**src/rtl/hdlcAddrPkg.sv**
```systemverilog
package hdlcAddrPkg;

  typedef enum logic [1:0] {
    SEL_IN = 2'd0,
    SEL_H0 = 2'd1,
    SEL_H1 = 2'd2
  } outSel_t;

  typedef enum logic [2:0] {
    S_IDLE  = 3'd0,
    S_ADDR1 = 3'd1,
    S_ADDR2 = 3'd2,
    S_PASS  = 3'd3,
    S_DROP  = 3'd4
  } filtState_t;

  // strobes from control to datapath
  typedef struct packed {
    logic    loadHold0;
    logic    loadHold1;
    logic    outValid;
    outSel_t outSel;
  } dpCtl_t;

endpackage

```
**src/rtl/hdlcAddrDatapath.sv**
```systemverilog
module hdlcAddrDatapath
  import hdlcAddrPkg::*;
#(
  parameter int DATA_W = 8,
  parameter int ADDR_W = 7
) (
  input  logic              clk,
  input  logic              rstN,
  input  logic [DATA_W-1:0] byteIn,
  input  dpCtl_t            ctl,
  input  logic              sevenBitMode,
  input  logic              firstEnable,
  input  logic [ADDR_W-1:0] firstPattern,
  input  logic [ADDR_W-1:0] secondPattern,
  output logic              firstOk,
  output logic              secondOk,
  output logic              allOnes,
  output logic              storeEn,
  output logic [DATA_W-1:0] storeData
);
  localparam int LO_BIT = DATA_W - ADDR_W;

  logic [ADDR_W-1:0] addrIn;
  logic [DATA_W-1:0] hold0Q, hold1Q, outMux;

  assign addrIn = byteIn[DATA_W-1:LO_BIT];

  // the lowest pattern bit only counts in seven-bit mode
  always_comb begin
    if (!firstEnable)
      firstOk = 1'b1;
    else if (sevenBitMode)
      firstOk = (addrIn == firstPattern);
    else
      firstOk = (addrIn[ADDR_W-1:1] == firstPattern[ADDR_W-1:1]);
  end

  assign secondOk = (addrIn == secondPattern);
  assign allOnes  = &addrIn;

  always_comb begin
    case (ctl.outSel)
      SEL_H0:  outMux = hold0Q;
      SEL_H1:  outMux = hold1Q;
      default: outMux = byteIn;
    endcase
  end

  always_ff @(posedge clk) begin
    if (!rstN) begin
      hold0Q    <= '0;
      hold1Q    <= '0;
      storeEn   <= 1'b0;
      storeData <= '0;
    end else begin
      if (ctl.loadHold0) hold0Q <= byteIn;
      if (ctl.loadHold1) hold1Q <= byteIn;
      storeEn <= ctl.outValid;
      if (ctl.outValid) storeData <= outMux;
    end
  end

endmodule

```
**src/rtl/hdlcAddrCtrl.sv**
```systemverilog
module hdlcAddrCtrl
  import hdlcAddrPkg::*;
(
  input  logic   clk,
  input  logic   rstN,
  input  logic   frameStart,
  input  logic   frameEnd,
  input  logic   byteValid,
  input  logic   recogEnable,
  input  logic   firstEnable,
  input  logic   secondEnable,
  input  logic   firstOk,
  input  logic   secondOk,
  input  logic   allOnes,
  output dpCtl_t ctl,
  output logic   frameAccept,
  output logic   frameDiscard
);
  filtState_t stateQ, stateD;
  logic acceptQ, acceptD, discardQ, discardD;
  logic replayQ, replayD, firstOkQ, firstOkD;

  always_comb begin
    ctl      = '0;
    stateD   = stateQ;
    acceptD  = acceptQ;
    discardD = 1'b0;
    replayD  = 1'b0;
    firstOkD = firstOkQ;
    if (replayQ) begin
      ctl.outValid = 1'b1;
      ctl.outSel   = SEL_H1;
    end
    if (frameStart) begin
      stateD  = recogEnable ? S_ADDR1 : S_PASS;
      acceptD = !recogEnable;
    end else if (frameEnd) begin
      if (stateQ == S_ADDR1 || stateQ == S_ADDR2) discardD = 1'b1;
      stateD  = S_IDLE;
      acceptD = 1'b0;
    end else if (byteValid) begin
      case (stateQ)
        S_ADDR1: begin
          if (secondEnable) begin
            ctl.loadHold0 = 1'b1;
            firstOkD      = firstOk;
            stateD        = S_ADDR2;
          end else if (firstOk || (firstEnable && allOnes)) begin
            ctl.outValid = 1'b1;
            ctl.outSel   = SEL_IN;
            stateD       = S_PASS;
            acceptD      = 1'b1;
          end else begin
            stateD   = S_DROP;
            discardD = 1'b1;
          end
        end
        S_ADDR2: begin
          if ((firstOkQ && secondOk) || allOnes) begin
            ctl.loadHold1 = 1'b1;
            ctl.outValid  = 1'b1;
            ctl.outSel    = SEL_H0;
            replayD       = 1'b1;
            stateD        = S_PASS;
            acceptD       = 1'b1;
          end else begin
            stateD   = S_DROP;
            discardD = 1'b1;
          end
        end
        S_PASS: begin
          ctl.outValid = 1'b1;
          ctl.outSel   = SEL_IN;
        end
        default: ;
      endcase
    end
  end

  always_ff @(posedge clk) begin
    if (!rstN) begin
      stateQ   <= S_IDLE;
      acceptQ  <= 1'b0;
      discardQ <= 1'b0;
      replayQ  <= 1'b0;
      firstOkQ <= 1'b0;
    end else begin
      stateQ   <= stateD;
      acceptQ  <= acceptD;
      discardQ <= discardD;
      replayQ  <= replayD;
      firstOkQ <= firstOkD;
    end
  end

  assign frameAccept  = acceptQ;
  assign frameDiscard = discardQ;

  // a dropped frame never writes
  assert_no_store_in_drop_R8: assert property (@(posedge clk) disable iff (!rstN)
    (stateQ == S_DROP) |-> !ctl.outValid);

  // replay of the second held byte only happens inside an accepted frame
  assert_replay_in_pass_R5: assert property (@(posedge clk) disable iff (!rstN)
    replayQ |-> (stateQ == S_PASS && acceptQ));

  assert_accept_discard_exclusive_R10: assert property (@(posedge clk) disable iff (!rstN)
    !(acceptQ && discardQ));

  assert_accept_clears_R10: assert property (@(posedge clk) disable iff (!rstN)
    (frameEnd && !frameStart) |=> !frameAccept);

  assert_bypass_accepts_R1: assert property (@(posedge clk) disable iff (!rstN)
    (frameStart && !recogEnable) |=> (frameAccept && !frameDiscard));

endmodule

```
**src/rtl/hdlcRxAddrFilter.sv**
```systemverilog
module hdlcRxAddrFilter
  import hdlcAddrPkg::*;
#(
  parameter int DATA_W = 8,
  parameter int ADDR_W = 7
) (
  input  logic              clk,
  input  logic              rstN,
  input  logic              frameStart,
  input  logic              frameEnd,
  input  logic              byteValid,
  input  logic [DATA_W-1:0] byteIn,
  input  logic              recogEnable,
  input  logic              sevenBitMode,
  input  logic              firstEnable,
  input  logic              secondEnable,
  input  logic [ADDR_W-1:0] firstPattern,
  input  logic [ADDR_W-1:0] secondPattern,
  output logic              storeEn,
  output logic [DATA_W-1:0] storeData,
  output logic              frameAccept,
  output logic              frameDiscard
);
  dpCtl_t ctl;
  logic firstOk, secondOk, allOnes;

  hdlcAddrCtrl u_ctrl (
    .clk          (clk),
    .rstN         (rstN),
    .frameStart   (frameStart),
    .frameEnd     (frameEnd),
    .byteValid    (byteValid),
    .recogEnable  (recogEnable),
    .firstEnable  (firstEnable),
    .secondEnable (secondEnable),
    .firstOk      (firstOk),
    .secondOk     (secondOk),
    .allOnes      (allOnes),
    .ctl          (ctl),
    .frameAccept  (frameAccept),
    .frameDiscard (frameDiscard)
  );

  hdlcAddrDatapath #(.DATA_W(DATA_W), .ADDR_W(ADDR_W)) u_dp (
    .clk           (clk),
    .rstN          (rstN),
    .byteIn        (byteIn),
    .ctl           (ctl),
    .sevenBitMode  (sevenBitMode),
    .firstEnable   (firstEnable),
    .firstPattern  (firstPattern),
    .secondPattern (secondPattern),
    .firstOk       (firstOk),
    .secondOk      (secondOk),
    .allOnes       (allOnes),
    .storeEn       (storeEn),
    .storeData     (storeData)
  );

endmodule

```
**config.mk**
```make
export PLATFORM = sky130hd
export DESIGN_NAME = hdlcRxAddrFilter
export DESIGN_NICKNAME = d
export VERILOG_FILES = /design/src/rtl/hdlcAddrPkg.sv /design/src/rtl/hdlcAddrDatapath.sv /design/src/rtl/hdlcAddrCtrl.sv /design/src/rtl/hdlcRxAddrFilter.sv
export SDC_FILE = /design/constraint.sdc
export NUM_CORES = 1
export LEC_CHECK = 0
export BUFFER_PORTS_ARGS = -buffer_cell sky130_fd_sc_hd__clkbuf_2
export CAP_MARGIN = 20
export CELL_PAD_IN_SITES_DETAIL_PLACEMENT = 1
export CELL_PAD_IN_SITES_GLOBAL_PLACEMENT = 1
export CORE_ASPECT_RATIO = 1.2
export CORE_MARGIN = 1
export CORE_UTILIZATION = 43
export DETAILED_ROUTE_END_ITERATION = 6
export PLACE_DENSITY = 0.9
export SLEW_MARGIN = 0
export SYNTH_ARGS = -nofsm -noshare
export SYNTH_HDL_FRONTEND = slang
export SYNTH_HIERARCHICAL = 1
export SYNTH_SLANG_ARGS = --single-unit
```
**constraint.sdc**
```tcl
create_clock -name clk -period 6 [get_ports clk]
set_input_delay 0 -clock clk [delete_from_list [all_inputs] [get_ports clk]]
set_output_delay 0 -clock clk [all_outputs]
set_load 0.03 [all_outputs]
```
==> results of run 1 <==
what timing repair did:
item,in CTS,in global routing
hold endpoints to repair,1,0
gates resized for setup,0,0
setup buffers,0,0
hold buffers,2,0
worst max-delay path by stage:
stage | start | to | slack (ns)
after global routing | byteIn[1] | u_dp/storeData[4] | 3.43
after CTS | byteIn[1] | u_dp/storeData[4] | 3.72
after floorplan | byteIn[1] | u_dp/storeData[5] | 3.92
after detailed placement | byteIn[1] | u_dp/storeData[4] | 3.41
final | byteIn[1] | u_dp/storeData[4] | 3.69
after global placement | byteIn[1] | u_dp/storeData[4] | 3.54
Yosys cell counts (3+ instances only):
cell type,count
a21boi_1,8
xnor2_1,8
a211o_1,3
nand4_1,3
inv_1,5
nand2_1,4
nor4_1,3
a221o_1,8
xor2_1,6
buf_2,4
mux2i_1,17
nor2b_1,18
dfxtp_1,32
a21oi_1,6
nor2_1,4
nand3_1,9
nand2b_1,18
clkbuf_1,4
critical path: stages:
cell	delay, ns
clkbuf_2	0.15
xnor2_1	0.18
nand4_1	0.11
nor4_1	0.30
a21o_1	0.26
nand2_1	0.14
nor3_1	0.25
inv_1	0.08
ha_1	0.50
a221o_1	0.34
nand3_1	0.11
a21boi_1	0.07
sequential cells by signal (all words and copies together), names as in the netlist:
register and count:
u_dp/hold0Q 8, u_dp/hold1Q 8, u_dp/storeData 8, u_ctrl/stateQ 3, u_ctrl/firstOkQ 1, u_ctrl/frameAccept 1, u_ctrl/frameDiscard 1, u_ctrl/replayQ 1
u_dp/storeEn 1
per-stage QoR:
stage	std cells	power (mW)	worst slack [ns]	util
6_report	280	0.475	3.69	0.561
5_1_grt	280	0.493	3.43	0.561
4_1_cts	280	0.478	3.72	0.561
3_5_place_dp	270	0.273	3.41	0.527
3_3_place_gp	270	0.271	3.54	0.527
2_1_floorplan	185	0.249	3.92	-
cell families after synthesis:
kind of cell,count (synthesis),synth area share
AOI/OAI and AO/OA,38,0.170
DFF,32,0.368
buffers and inverters,14,0.0352
adders and majority gates,2,0.0144
and+or+nand+nor,67,0.238
muxes,18,0.104
xor gates and xnor gates,14,0.0704
report_power, final:
group / internal (mW) / total [mW] / switching, mW
sequential: 0.215 / 0.217 / 0.00276
combinational: 0.0242 / 0.0516 / 0.0274
clock: 0.123 / 0.206 / 0.0825
routing by layer:
metal	up-vias	part of all wire	routed length, um
met5	-	0	0
met4	0	0.021	96
met3	8	0.032	146
met2	40	0.51	2320
met1	726	0.44	2030
li1	746	-	-
layout make-up:
| class | instances | area [um2] |
|---|---|---|
| Clock buffer | 6 | 72.6 |
| Clock inverter | 2 | 35.0 |
| Fill cell | 476 | 1650 |
| Inverter | 5 | 18.8 |
| Multi-Input combinational cell | 139 | 1040 |
| Sequential cell | 32 | 641 |
| Tap cell | 52 | 65.1 |
| Timing Repair Buffer | 44 | 233 |
==> results.toml, run 1 <==
[power_and_ir_drop]
power_density_nw_per_um2 = 225
p_leak_nw = 0.807
ir_drop_uv = 147

[critical_path]
startpoint_type = "input pin"
cp.required_ns = 6.18
rr_worst_depth = 8
reg2reg_to = "u_dp/storeData[4]"
r2r_start = "u_ctrl/stateQ[2]"
end_kind = "flop"
critPathMaxFanout = 16
worst_ep_arrival_time_ns = 2.49
ff2ff_setup_slack_ns = 3.73
critical_path_class = "input pin to flop"

[final_layout]
area_growth_pct = 20.8
nets = 260
finalInstanceArea_um2 = 2100
drive_gt1_frac = 0.246
diodes = 0
final_common_cell = "clkbuf_2"
layout_common_cells = "clkbuf_2 (41), dfxtp_1 (32), nor2b_1 (18), nand2b_1 (18), mux2i_1 (17)"

[clock_tree]
h-tree-depth = 2
clock-sinks = 32
clk_latency_ns = 0.29
ctsRootBufferMaster = "clkbuf_8"
tritoncts = "done"
cts_made_buffers = 5
cts_buffer_depth = 2
clk_pin_slew_ns = 0.07

[grt]
antenna_found_initial = 0
gr-usage-met3 = 0.0433
grt.overflow.total = 0
grt_first_pass_wirelength_mm = 7.76
grt_pass1_vias = 1610
grt_util_met2 = 0.407
grt-busiest-layer = "met2"
grt_max_degree = 30
met1_usage = 0.298
grtUsageTotal = 0.244

[yosys]
synthFlopType = "dfxtp_1"
seq_area_frac_synth = 0.368
ys_ff_latch = 32
synth-edff-count = 0
yosys.area.top_type = "dfxtp_1"
synthesis.nets = 218
avgSynthCellArea_um2 = 9.41
synth.top_cells.by_area = "dfxtp_1 (37%), mux2i_1 (9.8%), nand2b_1 (6.5%), nor2b_1 (6.5%), a221o_1 (4.6%)"
async_reset_ff_frac = 0
syn_inst = 185
yosys.area.top_type_share = 0.368
synthesis.area_um2 = 1740
synth_cell_types = 39
ys_warn_count = 6

[timing]
whs_ns = 0.0255
period_minus_slack_ns = 2.31
hold_viol = 0
min_period_over_period = 0.386
rsz0062_at_grt = "no"
relSlewSlack = 0.674
worst_slew_pin_slew_ns = 0.489
timing.fmax_mhz = 432
setup_viol = 0
clock-skew-final_ns = 0.00540
fin_tns_setup_ns = 0
finalMaxSlewViolations = 0

[run_status]
status = "finished, final reports clean"

[placed_design]
postPlaceCellArea_um2 = 1980
gp_congestion = 0.756
port_buffers = 41
dpl.hpwl_mm = 3.41

[floorplanning]
start_util = 0.464
die_area_um2 = 4310
io_pins = 42
die_h_um = 71.7
std_cell_rows = 24
fp.dieW_um = 60.1
fp.coreArea_um2 = 3750

[detailed_routing]
dr.pass1.iters = 4
wl_mm = 4.60
vias = 1520
drc = 0
ant_nets = 0
wl_per_cell_um = 16.4
viasPerCell = 5.43
drtIter0Drc = 62

[worst_hold_path]
hold_depth = 4
min_path_type = "input pin to flop"
min_from = "recogEnable"
holdPathEnd = "u_ctrl/stateQ[1]"

[job]
cap_viol_max_count = 0
Note: power is estimated with default switching activity, not from simulation.
==> run 2: changes to the inputs <==
--- a/config.mk
+++ b/config.mk
@@ -11,9 +11,9 @@
 export CELL_PAD_IN_SITES_GLOBAL_PLACEMENT = 1
 export CORE_ASPECT_RATIO = 1.2
 export CORE_MARGIN = 1
-export CORE_UTILIZATION = 43
+export CORE_UTILIZATION = 36
 export DETAILED_ROUTE_END_ITERATION = 6
-export PLACE_DENSITY = 0.9
+export PLACE_DENSITY = 0.81
 export SLEW_MARGIN = 0
 export SYNTH_ARGS = -nofsm -noshare
 export SYNTH_HDL_FRONTEND = slang
==> constraint.sdc (replaced) <==
create_clock -name clk -period 1.9 [get_ports clk]
set_input_delay 0 -clock clk [delete_from_list [all_inputs] [get_ports clk]]
set_output_delay 0 -clock clk [all_outputs]
set_load 0.03 [all_outputs]
==> results.toml, run 2 (synthesized netlist as in run 1, its figures left out) <==
[detailed_routing]
viasPerCell = 5.37
drtIter0Drc = 46
wl_per_cell_um = 16.2
ant_nets = 0
drc = 0
dr.pass1.iters = 4
wl_mm = 5.01
vias = 1658

[placed_design]
gp_congestion = 0.799
pre_cts_ws_ns = -0.408
postPlaceCellArea_um2 = 2170
dpl.hpwl_mm = 3.67
port_buffers = 41

[critical_path]
critical_path_class = "flop to flop"
critPathMaxFanout = 8
worst_ep_arrival_time_ns = 2.07
cp.required_ns = 2.08
startpoint_type = "flop"
path_delay_family = "compound AO/OA/AOI/OAI gates"
slowest_delay_ns = 0.32
cp_cell_sequence = "a21o_1 -> o21a_1 -> o21a_1 -> nor2b_4 -> inv_2 -> ha_4 -> a221o_1 -> nand3_1 -> a21boi_1"
crit_top_cell = "o21a_1"
end_kind = "flop"
slowest_stage = "dfxtp_2"
path_buf_inv = 1

[clock_tree]
cts_made_buffers = 5
clk_latency_ns = 0.29
tritoncts = "done"
clk_pin_slew_ns = 0.07
ctsRootBufferMaster = "clkbuf_8"
clock-sinks = 32
h-tree-depth = 2
cts_buffer_depth = 2

[final_layout]
finalInstanceArea_um2 = 2320
drive_gt1_frac = 0.363
reg_top3 = "u_dp/hold0Q x8, u_dp/hold1Q x8, u_dp/storeData x8"
finish.utilization = 0.502
fill_cells = 549
nets = 283
layout_common_cells = "clkbuf_2 (41), dfxtp_1 (30), buf_4 (24)"
final_common_cell = "clkbuf_2"
area_growth_pct = 33.4
diodes = 0

[timing]
hold_viol = 0
setup_viol = 0
period_minus_slack_ns = 1.89
rsz0062_at_grt = "yes"
worst_slack_ns = 0.00832
finalMaxSlewViolations = 0
worst_slew_pin_slew_ns = 0.315
min_period_over_period = 0.996
timing.fmax_mhz = 529
relSlewSlack = 0.790
fin_tns_setup_ns = 0
whs_ns = 0.00555
clock-skew-final_ns = 0.00388

[grt]
grtUsageTotal = 0.217
grt.overflow.total = 0
grt_max_degree = 21
grt_first_pass_wirelength_mm = 8.45
antenna_found_initial = 0
grt_pass1_vias = 1761

[power_and_ir_drop]
p_leak_nw = 0.917
power_density_nw_per_um2 = 607
ir_drop_uv = 370

[worst_hold_path]
min_path_type = "input pin to flop"

[floorplanning]
fp.coreArea_um2 = 4630
start_util = 0.376
die_h_um = 78.2
fp.dieW_um = 65.5
io_pins = 42
std_cell_rows = 27
die_area_um2 = 5120

[run_status]
status = "finished, final reports clean"

[job]
cap_viol_max_count = 0
## run 2: cell count changes in the layout (fill, tap and decap cells not counted), sizes merged
cell / delta
clkinv: +2
clkbuf: -1
buf: +23
bufinv: -1
## run 2: worst paths after layout
check	cells past startpoint	endpoint	from	slack (ns)
worst min register to register	2	u_dp/storeData[7]	u_dp/storeData[7]	0.47
worst max-delay path	9	u_dp/storeData[2]	u_ctrl/firstOkQ	0.008
worst min-delay path	3	u_dp/hold1Q[0]	byteIn[0]	0.006
worst max register to register	9	u_dp/storeData[2]	u_ctrl/firstOkQ	0.008
## run 2: worst reg2reg max path, cell delays in order (launching register included)
cell and delay [ns]:
dfxtp_2 0.32, a21o_1 0.20, o21a_1 0.17, o21a_1 0.20
nor2b_4 0.15, inv_2 0.06, ha_4 0.19, a221o_1 0.32
nand3_1 0.10, a21boi_1 0.06
## run 2: per-stage QoR
| step | power, mW | instances |
|---|---|---|
| finish | 1.41 | 309 |
| global route | 1.48 | 309 |
| CTS | 1.42 | 308 |
| detailed placement | 0.893 | 298 |
| global placement | 0.887 | 298 |
| floorplan | 0.789 | 185 |
## run 2: cell type report
cell class                 count  area [um2]  share of cell area
tap                           58        72.6              0.0312
inverter                       5        18.8             0.00808
clock buffer                   5        68.8              0.0296
timing repair buffer          67         405               0.174
sequential                    32         643               0.277
multi-input combinational    139        1100               0.472
clock inverter                 3        18.8             0.00808
## run 2: routing by layer
metal,share of wire,global-route usage,vias to the layer above
li1,-,-,788
met4,0.018,0.0696,0
met1,0.41,0.232,835
met2,0.54,0.406,26
met3,0.028,0.0538,9
met5,0,0,-
## run 2: repair_timing
action,CTS,global route
pin swaps,4,2
hold endpoints to repair,1,0
hold buffers,2,0
buffers inserted,1,1
setup endpoints to repair,8,9
gates resized for setup,7,4
## run 2: power breakdown
part / total, mW / switching, mW / internal (mW)
Sequential: 0.682 / 0.00451 / 0.677
Combinational: 0.201 / 0.101 / 0.100
Clock: 0.527 / 0.272 / 0.255
